`src/rtl/portcsr_pkg.sv`:
```
package portcsr_pkg;

    localparam int WORD_W     = 16;
    localparam int BYTE_W     = 8;
    localparam int CMD_W      = 4;
    localparam int FLAG_W     = WORD_W - BYTE_W;

    // Bit positions inside word 0
    localparam int CTL_RESET_BIT = 5;
    localparam int CTL_IE_BIT    = 6;
    // Flag indices inside the upper byte of word 0
    localparam int FLAG_DONE_IDX = 0;
    localparam int FLAG_ERR_IDX  = 7;

    typedef enum logic [3:0] {
        PS_READY   = 4'h2,
        PS_RUNNING = 4'h3,
        PS_HALTED  = 4'h4
    } port_state_e;

    typedef enum logic [CMD_W-1:0] {
        CMD_NOP       = 4'd0,
        CMD_LOAD_PTR  = 4'd1,
        CMD_GET_CMD   = 4'd2,
        CMD_SELF_TEST = 4'd3,
        CMD_START     = 4'd4,
        CMD_RX_POLL   = 4'd5,
        CMD_TX_POLL   = 4'd8,
        CMD_HALT      = 4'd9,
        CMD_STOP      = 4'd10
    } port_cmd_e;

    typedef struct packed {
        logic        set_done;
        logic        set_err;
        logic        go_state;
        port_state_e next_state;
        logic        ptr_load;
        logic        tx_poll;
        logic        get_cmd;
        logic        ring_restart;
    } cmd_result_t;

    // Legality of a command code in a given port state
    function automatic logic cmd_allowed(logic [CMD_W-1:0] cmd, port_state_e st);
        logic ok;
        case (cmd)
            CMD_START:     ok = (st == PS_READY);
            CMD_HALT:      ok = (st == PS_READY) || (st == PS_RUNNING);
            CMD_STOP:      ok = (st == PS_RUNNING);
            CMD_SELF_TEST: ok = (st != PS_RUNNING);
            CMD_RX_POLL,
            CMD_TX_POLL:   ok = (st == PS_RUNNING);
            default:       ok = 1'b1;
        endcase
        return ok;
    endfunction

endpackage

```
`src/rtl/portcsr_bus_dec.sv`:
```
module portcsr_bus_dec (
    input  logic       bus_wr,
    input  logic       bus_byte,
    input  logic [2:0] bus_addr,
    output logic       ctl_lo_wr,
    output logic       ctl_hi_wr,
    output logic       ptr_lo_lo_wr,
    output logic       ptr_lo_hi_wr,
    output logic       ptr_hi_wr
);
    logic [1:0] word_sel;
    logic       lane_lo;
    logic       lane_hi;

    always_comb begin
        word_sel = bus_addr[2:1];
        lane_lo  = bus_wr && (!bus_byte || !bus_addr[0]);
        lane_hi  = bus_wr && (!bus_byte ||  bus_addr[0]);

        ctl_lo_wr    = (word_sel == 2'd0) && lane_lo;
        ctl_hi_wr    = (word_sel == 2'd0) && lane_hi;
        ptr_lo_lo_wr = (word_sel == 2'd2) && lane_lo;
        ptr_lo_hi_wr = (word_sel == 2'd2) && lane_hi;
        ptr_hi_wr    = (word_sel == 2'd3) && lane_lo;
        // word 1 produces no write enable at all
    end
endmodule

```
`src/rtl/portcsr_cmd_exec.sv`:
```
module portcsr_cmd_exec
    import portcsr_pkg::*;
(
    input  logic             clk,
    input  logic             rst,
    input  logic             wr_ctl,
    input  logic [CMD_W-1:0] wr_cmd,
    input  logic             wr_rst,
    input  logic             wr_ie,
    output logic             soft_rst,
    output logic             set_done,
    output logic             set_err,
    output logic             ptr_load,
    output logic             ie_q,
    output logic [CMD_W-1:0] cmd_q,
    output port_state_e      state_q,
    output logic             tx_poll,
    output logic             get_cmd,
    output logic             ring_restart
);
    logic        ie_toggle;
    logic        run_cmd;
    cmd_result_t res;

    always_comb begin
        soft_rst  = wr_ctl && wr_rst;
        ie_toggle = wr_ctl && !wr_rst && (wr_ie != ie_q) && (wr_cmd == cmd_q);
        run_cmd   = wr_ctl && !wr_rst && !ie_toggle;
    end

    always_comb begin
        res            = '0;
        res.next_state = state_q;
        if (run_cmd) begin
            if (!cmd_allowed(wr_cmd, state_q)) begin
                res.set_err = 1'b1;
            end else begin
                case (wr_cmd)
                    CMD_NOP: ;
                    CMD_LOAD_PTR: begin
                        res.ptr_load = 1'b1;
                        res.set_done = 1'b1;
                    end
                    CMD_GET_CMD: begin
                        res.get_cmd  = 1'b1;
                        res.set_done = 1'b1;
                    end
                    CMD_SELF_TEST: begin
                        res.go_state   = 1'b1;
                        res.next_state = PS_READY;
                        res.set_done   = 1'b1;
                    end
                    CMD_START: begin
                        res.go_state     = 1'b1;
                        res.next_state   = PS_RUNNING;
                        res.ring_restart = 1'b1;
                        res.set_done     = 1'b1;
                    end
                    CMD_TX_POLL: begin
                        res.tx_poll  = 1'b1;
                        res.set_done = 1'b1;
                    end
                    CMD_HALT: begin
                        res.go_state   = 1'b1;
                        res.next_state = PS_HALTED;
                        res.set_done   = 1'b1;
                    end
                    CMD_STOP: begin
                        res.go_state   = 1'b1;
                        res.next_state = PS_READY;
                        res.set_done   = 1'b1;
                    end
                    default: res.set_done = 1'b1; // receive poll and reserved codes
                endcase
            end
        end
    end

    always_comb begin
        set_done = res.set_done || soft_rst || ie_toggle;
        set_err  = res.set_err;
        ptr_load = res.ptr_load;
    end

    always_ff @(posedge clk) begin
        if (rst || soft_rst) begin
            state_q      <= PS_READY;
            cmd_q        <= '0;
            ie_q         <= 1'b0;
            tx_poll      <= 1'b0;
            get_cmd      <= 1'b0;
            ring_restart <= 1'b0;
        end else begin
            tx_poll      <= res.tx_poll;
            get_cmd      <= res.get_cmd;
            ring_restart <= res.ring_restart;
            if (ie_toggle) begin
                ie_q <= wr_ie;
            end else if (run_cmd) begin
                cmd_q <= wr_cmd;
                ie_q  <= wr_ie;
                if (res.go_state) begin
                    state_q <= res.next_state;
                end
            end
        end
    end
endmodule

```
`src/rtl/portcsr_flags.sv`:
```
module portcsr_flags
    import portcsr_pkg::*;
(
    input  logic              clk,
    input  logic              rst,
    input  logic              wipe,
    input  logic              clr_en,
    input  logic [FLAG_W-1:0] clr_mask,
    input  logic [FLAG_W-1:0] set_vec,
    input  logic              ie,
    output logic [FLAG_W-1:0] flags_q,
    output logic              summary,
    output logic              irq
);
    for (genvar i = 0; i < FLAG_W; i++) begin : g_flag
        always_ff @(posedge clk) begin
            if (rst) begin
                flags_q[i] <= 1'b0;
            end else if (wipe) begin
                flags_q[i] <= set_vec[i];
            end else begin
                // write-one-to-clear, a same-cycle set wins
                flags_q[i] <= (flags_q[i] && !(clr_en && clr_mask[i])) || set_vec[i];
            end
        end
    end

    always_comb begin
        summary = |flags_q;
        irq     = summary && ie;
    end
endmodule

```
`src/rtl/portcsr_ptr.sv`:
```
module portcsr_ptr
    import portcsr_pkg::*;
#(
    parameter int PTR_HI_W = 2,
    localparam int PTR_W   = WORD_W + PTR_HI_W
) (
    input  logic                clk,
    input  logic                rst,
    input  logic                wipe,
    input  logic                lo_lo_wr,
    input  logic                lo_hi_wr,
    input  logic                hi_wr,
    input  logic [WORD_W-1:0]   wdata,
    input  logic                ptr_load,
    output logic [WORD_W-1:0]   lo_q,
    output logic [PTR_HI_W-1:0] hi_q,
    output logic [PTR_W-1:0]    ptr_q
);
    always_ff @(posedge clk) begin
        if (rst || wipe) begin
            lo_q  <= '0;
            hi_q  <= '0;
            ptr_q <= '0;
        end else begin
            if (lo_lo_wr) begin
                lo_q[BYTE_W-1:0] <= {wdata[BYTE_W-1:1], 1'b0};
            end
            if (lo_hi_wr) begin
                lo_q[WORD_W-1:BYTE_W] <= wdata[WORD_W-1:BYTE_W];
            end
            if (hi_wr) begin
                hi_q <= wdata[PTR_HI_W-1:0];
            end
            if (ptr_load) begin
                ptr_q <= {hi_q, lo_q};
            end
        end
    end
endmodule

```
`src/rtl/portcsr_top.sv`:
```
module portcsr_top
    import portcsr_pkg::*;
#(
    parameter logic [3:0] TYPE_CODE = 4'h1,
    parameter int         PTR_HI_W  = 2,
    localparam int        BLK_PTR_W = WORD_W + PTR_HI_W
) (
    input  logic                 clk,
    input  logic                 rst,
    input  logic                 bus_wr,
    input  logic                 bus_byte,
    input  logic [2:0]           bus_addr,
    input  logic [WORD_W-1:0]    bus_wdata,
    output logic [WORD_W-1:0]    bus_rdata,
    output logic                 irq,
    output logic [BLK_PTR_W-1:0] blk_ptr,
    output logic                 tx_poll,
    output logic                 get_cmd,
    output logic                 ring_restart
);
    logic              ctl_lo_wr, ctl_hi_wr;
    logic              ptr_lo_lo_wr, ptr_lo_hi_wr, ptr_hi_wr;
    logic              soft_rst, set_done, set_err, ptr_load, ie_q;
    logic [CMD_W-1:0]  cmd_q;
    port_state_e       state_q;
    logic [FLAG_W-1:0] set_vec, flags_q;
    logic              summary;
    logic [WORD_W-1:0]   ptr_lo;
    logic [PTR_HI_W-1:0] ptr_hi;

    portcsr_bus_dec u_dec (
        .bus_wr       (bus_wr),
        .bus_byte     (bus_byte),
        .bus_addr     (bus_addr),
        .ctl_lo_wr    (ctl_lo_wr),
        .ctl_hi_wr    (ctl_hi_wr),
        .ptr_lo_lo_wr (ptr_lo_lo_wr),
        .ptr_lo_hi_wr (ptr_lo_hi_wr),
        .ptr_hi_wr    (ptr_hi_wr)
    );

    portcsr_cmd_exec u_exec (
        .clk          (clk),
        .rst          (rst),
        .wr_ctl       (ctl_lo_wr),
        .wr_cmd       (bus_wdata[CMD_W-1:0]),
        .wr_rst       (bus_wdata[CTL_RESET_BIT]),
        .wr_ie        (bus_wdata[CTL_IE_BIT]),
        .soft_rst     (soft_rst),
        .set_done     (set_done),
        .set_err      (set_err),
        .ptr_load     (ptr_load),
        .ie_q         (ie_q),
        .cmd_q        (cmd_q),
        .state_q      (state_q),
        .tx_poll      (tx_poll),
        .get_cmd      (get_cmd),
        .ring_restart (ring_restart)
    );

    always_comb begin
        set_vec                = '0;
        set_vec[FLAG_DONE_IDX] = set_done;
        set_vec[FLAG_ERR_IDX]  = set_err;
    end

    portcsr_flags u_flags (
        .clk      (clk),
        .rst      (rst),
        .wipe     (soft_rst),
        .clr_en   (ctl_hi_wr),
        .clr_mask (bus_wdata[WORD_W-1:BYTE_W]),
        .set_vec  (set_vec),
        .ie       (ie_q),
        .flags_q  (flags_q),
        .summary  (summary),
        .irq      (irq)
    );

    portcsr_ptr #(.PTR_HI_W(PTR_HI_W)) u_ptr (
        .clk      (clk),
        .rst      (rst),
        .wipe     (soft_rst),
        .lo_lo_wr (ptr_lo_lo_wr),
        .lo_hi_wr (ptr_lo_hi_wr),
        .hi_wr    (ptr_hi_wr),
        .wdata    (bus_wdata),
        .ptr_load (ptr_load),
        .lo_q     (ptr_lo),
        .hi_q     (ptr_hi),
        .ptr_q    (blk_ptr)
    );

    always_comb begin
        case (bus_addr[2:1])
            2'd0:    bus_rdata = {flags_q, summary, ie_q, 2'b00, cmd_q};
            2'd1:    bus_rdata = {{BYTE_W{1'b0}}, TYPE_CODE, state_q};
            2'd2:    bus_rdata = ptr_lo;
            default: bus_rdata = {{(WORD_W-PTR_HI_W){1'b0}}, ptr_hi};
        endcase
    end
endmodule

```
`config.mk`:
```
export PLATFORM = sky130hd
export DESIGN_NAME = portcsr_top
export DESIGN_NICKNAME = d
export VERILOG_FILES = /design/src/rtl/portcsr_pkg.sv /design/src/rtl/portcsr_bus_dec.sv /design/src/rtl/portcsr_cmd_exec.sv /design/src/rtl/portcsr_flags.sv /design/src/rtl/portcsr_ptr.sv /design/src/rtl/portcsr_top.sv
export SDC_FILE = /design/constraint.sdc
export NUM_CORES = 1
export LEC_CHECK = 0
export BUFFER_PORTS_ARGS = -buffer_cell sky130_fd_sc_hd__buf_2
export CAP_MARGIN = 30
export CORE_UTILIZATION = 48
export DETAILED_ROUTE_END_ITERATION = 7
export HOLD_SLACK_MARGIN = 0.05
export PLACE_DENSITY_LB_ADDON = 0.08
export SETUP_SLACK_MARGIN = 0.15
export SKIP_LAST_GASP = 1
export SLEW_MARGIN = 0
export SYNTH_ARGS = -nofsm -noshare
export SYNTH_HDL_FRONTEND = slang
export SYNTH_SLANG_ARGS = --single-unit
```
`constraint.sdc`:
```
create_clock -name clk -period 1.8 [get_ports clk]
set_clock_uncertainty 0.1 [all_clocks]
set_input_delay 0.09 -clock clk [delete_from_list [all_inputs] [get_ports clk]]
set_output_delay 0.09 -clock clk [all_outputs]
set_load 0.02 [all_outputs]
```
# Yosys cells after proc, flatten, opt, wreduce, memory -nomap -nowiden
# Cells that the tools add are included.
# word_totals
reg_bits	54
input_bits	23
out_inout_bits	38
wordCells	114
# classes
eq_ne	16
n_mux	17
n_bitwise	3
n_reduce_logical	60
# op_table
cell	n
case mux 16 bit (3 select lines)	1
logical AND 1 bit	29
equality test 4 x 2 -> 1 bit, second input constant	4
case mux 5 bit (3 select lines)	1
equality test 4 bit, second input constant	3
zero test 1 bit	12
2-to-1 mux 1 bit	12
2-to-1 mux 11 bit	1
2-to-1 mux 9 bit	1
equality test 4 x 3 -> 1 bit, second input constant	2
logical OR 1 bit	8
OR reduction 8 bit	1
OR reduction 3 bit	2
AND reduction 5 bit	1
equality test 2 bit, second input constant	2
equality test 4 x 1 -> 1 bit, second input constant	1
equality test 4 bit	1
zero test 4 bit	1
inequality test 4 x 2 -> 1 bit, second input constant	1
case mux 1 bit (4 select lines)	1
OR reduction 2 bit	2
NOT 1 bit	3
nonzero test 3 bit	1
equality test 2 x 1 -> 1 bit, second input constant	1
4 further kinds	4

# Depth between registers and ports, before layout
# depth
word_depth	16
depth_mapped	7
mapped_depth_nobuf	5

# Hierarchy
# From an unflattened synthesis, not the netlist that was laid out.
# unflattened
cells_unflattened	286
area_unflattened_um2	2667.6
# modules_own_cells
mod	n_inst	cells_per_inst	area_per_inst_um2	seq_area_each_um2
portcsr_ptr	1	114	1256.2	680.7
portcsr_cmd_exec	1	88	768.2	220.2
portcsr_flags	1	39	305.3	160.2
portcsr_top	1	36	284.0	0.0
portcsr_bus_dec	1	9	53.8	0.0

# Least setup slack after synthesis
# OpenSTA, ideal clock, no wires.
# synth_timing
path_kind	reg-to-reg
startpoint	reg u_exec.ie_q
endpoint	reg u_exec.state_q[1]
arrival_time_ns	1.596
setup_slack_ns	-0.015
stages_incl_launch_ff	6
path_buffers	0
path_cell_list	dfxtp_1 -> xnor2_2 -> nor2_1 -> a211o_4 -> or3b_4 -> a211o_1
# synth_via
elab_chain_len	7
# synth_rtl
item	line_no	rtl
from (decl)	portcsr_cmd_exec.sv:14	output logic ie_q,
from (signal assigned)	portcsr_cmd_exec.sv:98	ie_q <= wr_ie;
from (signal assigned)	portcsr_cmd_exec.sv:101	ie_q <= wr_ie;
inequality test 1 bit (*)	portcsr_cmd_exec.sv:27	ie_toggle = wr_ctl && !wr_rst && (wr_ie != ie_q) && (wr_cmd == cmd_q);
logical AND 1 bit (*) (2 in a row)	portcsr_cmd_exec.sv:27	
zero test 1 bit	portcsr_cmd_exec.sv:28	run_cmd = wr_ctl && !wr_rst && !ie_toggle;
logical AND 1 bit	portcsr_cmd_exec.sv:28	
2-to-1 mux 11 bit	portcsr_cmd_exec.sv:34	if (run_cmd) begin
AND reduction 5 bit (no line) (*)	n/a	
to (signal assigned)	portcsr_cmd_exec.sv:103	state_q <= res.next_state;
to (decl)	portcsr_cmd_exec.sv:16	output port_state_e state_q,
# Every way passes the cells marked *; elsewhere a longest branch is shown, timed or not.
# A chain may end at the register's enable or synchronous reset.

# Worst setup path in the final report
# layout_timing
startpoint	reg u_exec.cmd_q[3]
endpoint	reg u_exec.state_q[1]
# layout_via
elab_chain_len	6
# layout_rtl
item	line_no	rtl
from (decl)	portcsr_cmd_exec.sv:15	output logic [CMD_W-1:0] cmd_q,
from (signal assigned)	portcsr_cmd_exec.sv:100	cmd_q <= wr_cmd;
equality test 4 bit (*)	portcsr_cmd_exec.sv:27	
logical AND 1 bit (*)	portcsr_cmd_exec.sv:27	
zero test 1 bit	portcsr_cmd_exec.sv:28	
logical AND 1 bit	portcsr_cmd_exec.sv:28	
2-to-1 mux 11 bit	portcsr_cmd_exec.sv:34	
AND reduction 5 bit (no line) (*)	n/a	
# Marked as above.

==> impl_results.md <==
- Core area: 0.005107 mm2
- Input/output buffers: 59
- Power Dens Cells: 649.9 mW/mm2
- Worst Hold Launch: bus_wdata[3]
- EDFF count, synth: 0
- CTS tree: yes
- Final total power: 0.002232 W
- Rows: 26
- Max FO, Critical Path: 4
- Final wirelength: 6.696 mm
- Clk slew on worst S/H paths: 100 ps
- Layout area overhead: 35.42%
- Die H: 74.69 um
- Fin. max-slew vios: 0
- Worst flop-to-flop path startpoint: u_exec.cmd_q[3]$_SDFFE_PP0P_
- Crit path launch type: flop
- Leakage power: 1.522 nW
- Avg Cell Area, Syn: 8.454 um2
- Ys flop type: dfxtp_1
- Die Width: 74.69 um
- #FFs+latches synth: 53
- Top post-synthesis cells by area: dfxtp_1, mux2i_1, nand2_1, nand3_1, nor2_1
- # Max-Cap Violations: 0
- Worst setup startpoint: u_exec.cmd_q[3]$_SDFFE_PP0P_
- CP max stage cell: or3b_4
- Worst EP arrival: 1910 ps
- Pin count of the biggest net entering global routing: 35
- Sequential fraction of the synthesis area: 41.84%
- Share of cells above drive strength 1: 34.63%
- Largest area contributor in the netlist: dfxtp_1
- Delay-heaviest family, CP: compound AO/OA/AOI/OAI gates
- Required time worst endpoint: 1910 ps
- Die area: 0.005579 mm2
- Top cell type's share of synthesized area: 41.84%
- R2r setup slk: 5 ps
- Diodes inserted: 0
- Mapped Area: 0.002536 mm2
- Count leader, synth: dfxtp_1
- Setup Crit Path Kind: reg -> reg
- Initial Util: 49.66%
- Warnings, synthesis: 0
- I/O pin cnt: 61
- # DRC: 0
- Setup crit end kind: flop
- Run status: completed
- Via/cell ratio: 5.260
- Post-route clock period utilization: 99.74%
- Clock sink count: 53
- Layout net count: 409
- First DRT Iteration DRCs: 154
- CP bufs+invs: 0
- Synth unique cells: 52
- Min Tclk post-route: 1795 ps
- Vias in the first global route: 2,177
- Slack of the critical path: 4.630 ps
- Max Fclk: 557.0 MHz
- Syn nets: 323
- Final hold vios: 0
- Clk_lat worst skew: 310 ps
- GRT Overall Usage: 25.12%
- Total gr overflow: 0
- Num CTS Buffers: 5
- Synth cell count leaders: dfxtp_1, nand2_1, nor2_1
- Via count: 2,404
- Clock root buffer: clkbuf_8
- Crit-path max cell delay: 390 ps
- CP cell instances: xor2_1, nor3_2, a211o_4, or3b_4, a211o_1
- Antenna viol nets, final: 0
- Post-DP HPWL: 4.694 mm
- First-pass detailed-route iteration total: 5
- VDD IR max: 0.5456 mV
- Initial antenna violation count: 0
- FFs w/ async S/R, synth: 0%
- Final GP Congestion: 0.9579
- H-tree levels: 2
- Synth Instances: 300
- Wirelength per Cell: 14.65 um
- Setup WS pre-CTS: -36.21 ps
- Final Setup Violations: 0
- RSZ-0062 raised after global routing: true
- Clock Path Buffers: 2
- First-pass GRT wire length: 10.55 mm
- Worst Hold Class: in -> reg
[what timing repair did]
action                     4_1_cts  5_1_grt
hold endpoints to repair        24        0
setup endpoints to repair       25       26
hold buffers                    14        0
resized for setup                7       11
cloned                           0        0
pin swaps                        4        3
buffers inserted                 2        3
[metrics by stage]
step / hold WS (ps) / TNS [ps] / area (um2) / std cells / util [%]
after CTS: 62.61 / 0 / 3367 / 454 / 65.92
after global placement: 234.7 / 0 / 3073 / 430 / 60.17
after global routing: 104.6 / -74.10 / 3435 / 457 / 67.25
final: 69.20 / 0 / 3435 / 457 / 67.25
after detailed placement: 244.1 / -36.21 / 3073 / 430 / 60.17
after floorplan: 133.9 / 0 / 2547 / 300 / -
[sequential cells by signal, indices dropped and copies added, names as in the netlist, 2 cells and up]
register and cells:
u_exec.state_q 3, u_exec.cmd_q 4, u_flags.flags_q 8, u_ptr.hi_q 2
u_ptr.lo_q 15, u_ptr.ptr_q 17
[worst paths after layout]
kind                                                       end  cells after the start
worst min register to register     u_ptr.ptr_q[4]$_SDFFE_PP0P_                      2
worst max register to register  u_exec.state_q[1]$_SDFFE_PP1P_                      5
worst min-delay path            u_exec.state_q[0]$_SDFFE_PP0P_                      4
worst max-delay path            u_exec.state_q[1]$_SDFFE_PP1P_                      5
[cell type report]
class                      count  area (um2)
clock buffer                   5       68.82
clock inverter                 3       26.28
fill                         457        1673
inverter                       4       15.01
multi-input combinational    219        1453
sequential                    53        1074
tap                           70       87.58
timing repair buffer         103       710.7
[power breakdown]
part / switching (W) / internal, W / total [W]
Clock: 0.000428 / 0.000284 / 0.000711
Combinational: 0.000179 / 0.000142 / 0.000321
Sequential: 0.0000129 / 0.00119 / 0.00120
Total: 0.000619 / 0.00161 / 0.00223
[layer usage]
layer | global-route usage, % | share of wire [%] | vias up
li1 | - | - | 1213
met1 | 33.70 | 47 | 1128
met2 | 42.24 | 49 | 61
met3 | 4.552 | 3.9 | 2
met4 | 5.660 | 0.40 | 0
met5 | 0 | 0 | -
[worst register-to-register path, cell delays in order, from the launching register on]
cell,delay [ps]
dfxtp_2,350
xor2_1,180
nor3_2,80
a211o_4,340
or3b_4,390
a211o_1,270
[kinds of logic (layout without fill, tap and decap cells)]
logic type | count (synthesis) | count (layout) | synth area share (%)
DFF | 53 | 53 | 41.84
and+or+nand+nor | 136 | 136 | 26.99
buffers and inverters | 28 | 115 | 4.933
muxes | 25 | 25 | 10.36
xor gates and xnor gates | 6 | 6 | 2.664
AOI/OAI and AO/OA | 51 | 51 | 13.07
other | 1 | 1 | 0.1479
[cell usage in the layout, fill, tap and decap left out, types with 3 or more instances in the layout]
cell type / instances
and3_1: 9
clkbuf_8: 5
dlygate4sd3_1: 14
buf_12: 4
mux2i_1: 24
a21oi_1: 15
nand2_1: 40
xor2_1: 3
dfxtp_1: 43
buf_2: 59
nand3_1: 28
nor4_4: 3
o21ai_1: 17
nor2_1: 29
buf_4: 26
nand2b_1: 3
dfxtp_2: 10
inv_1: 3
nor3_1: 3
(Power assumes the default switching activity.)
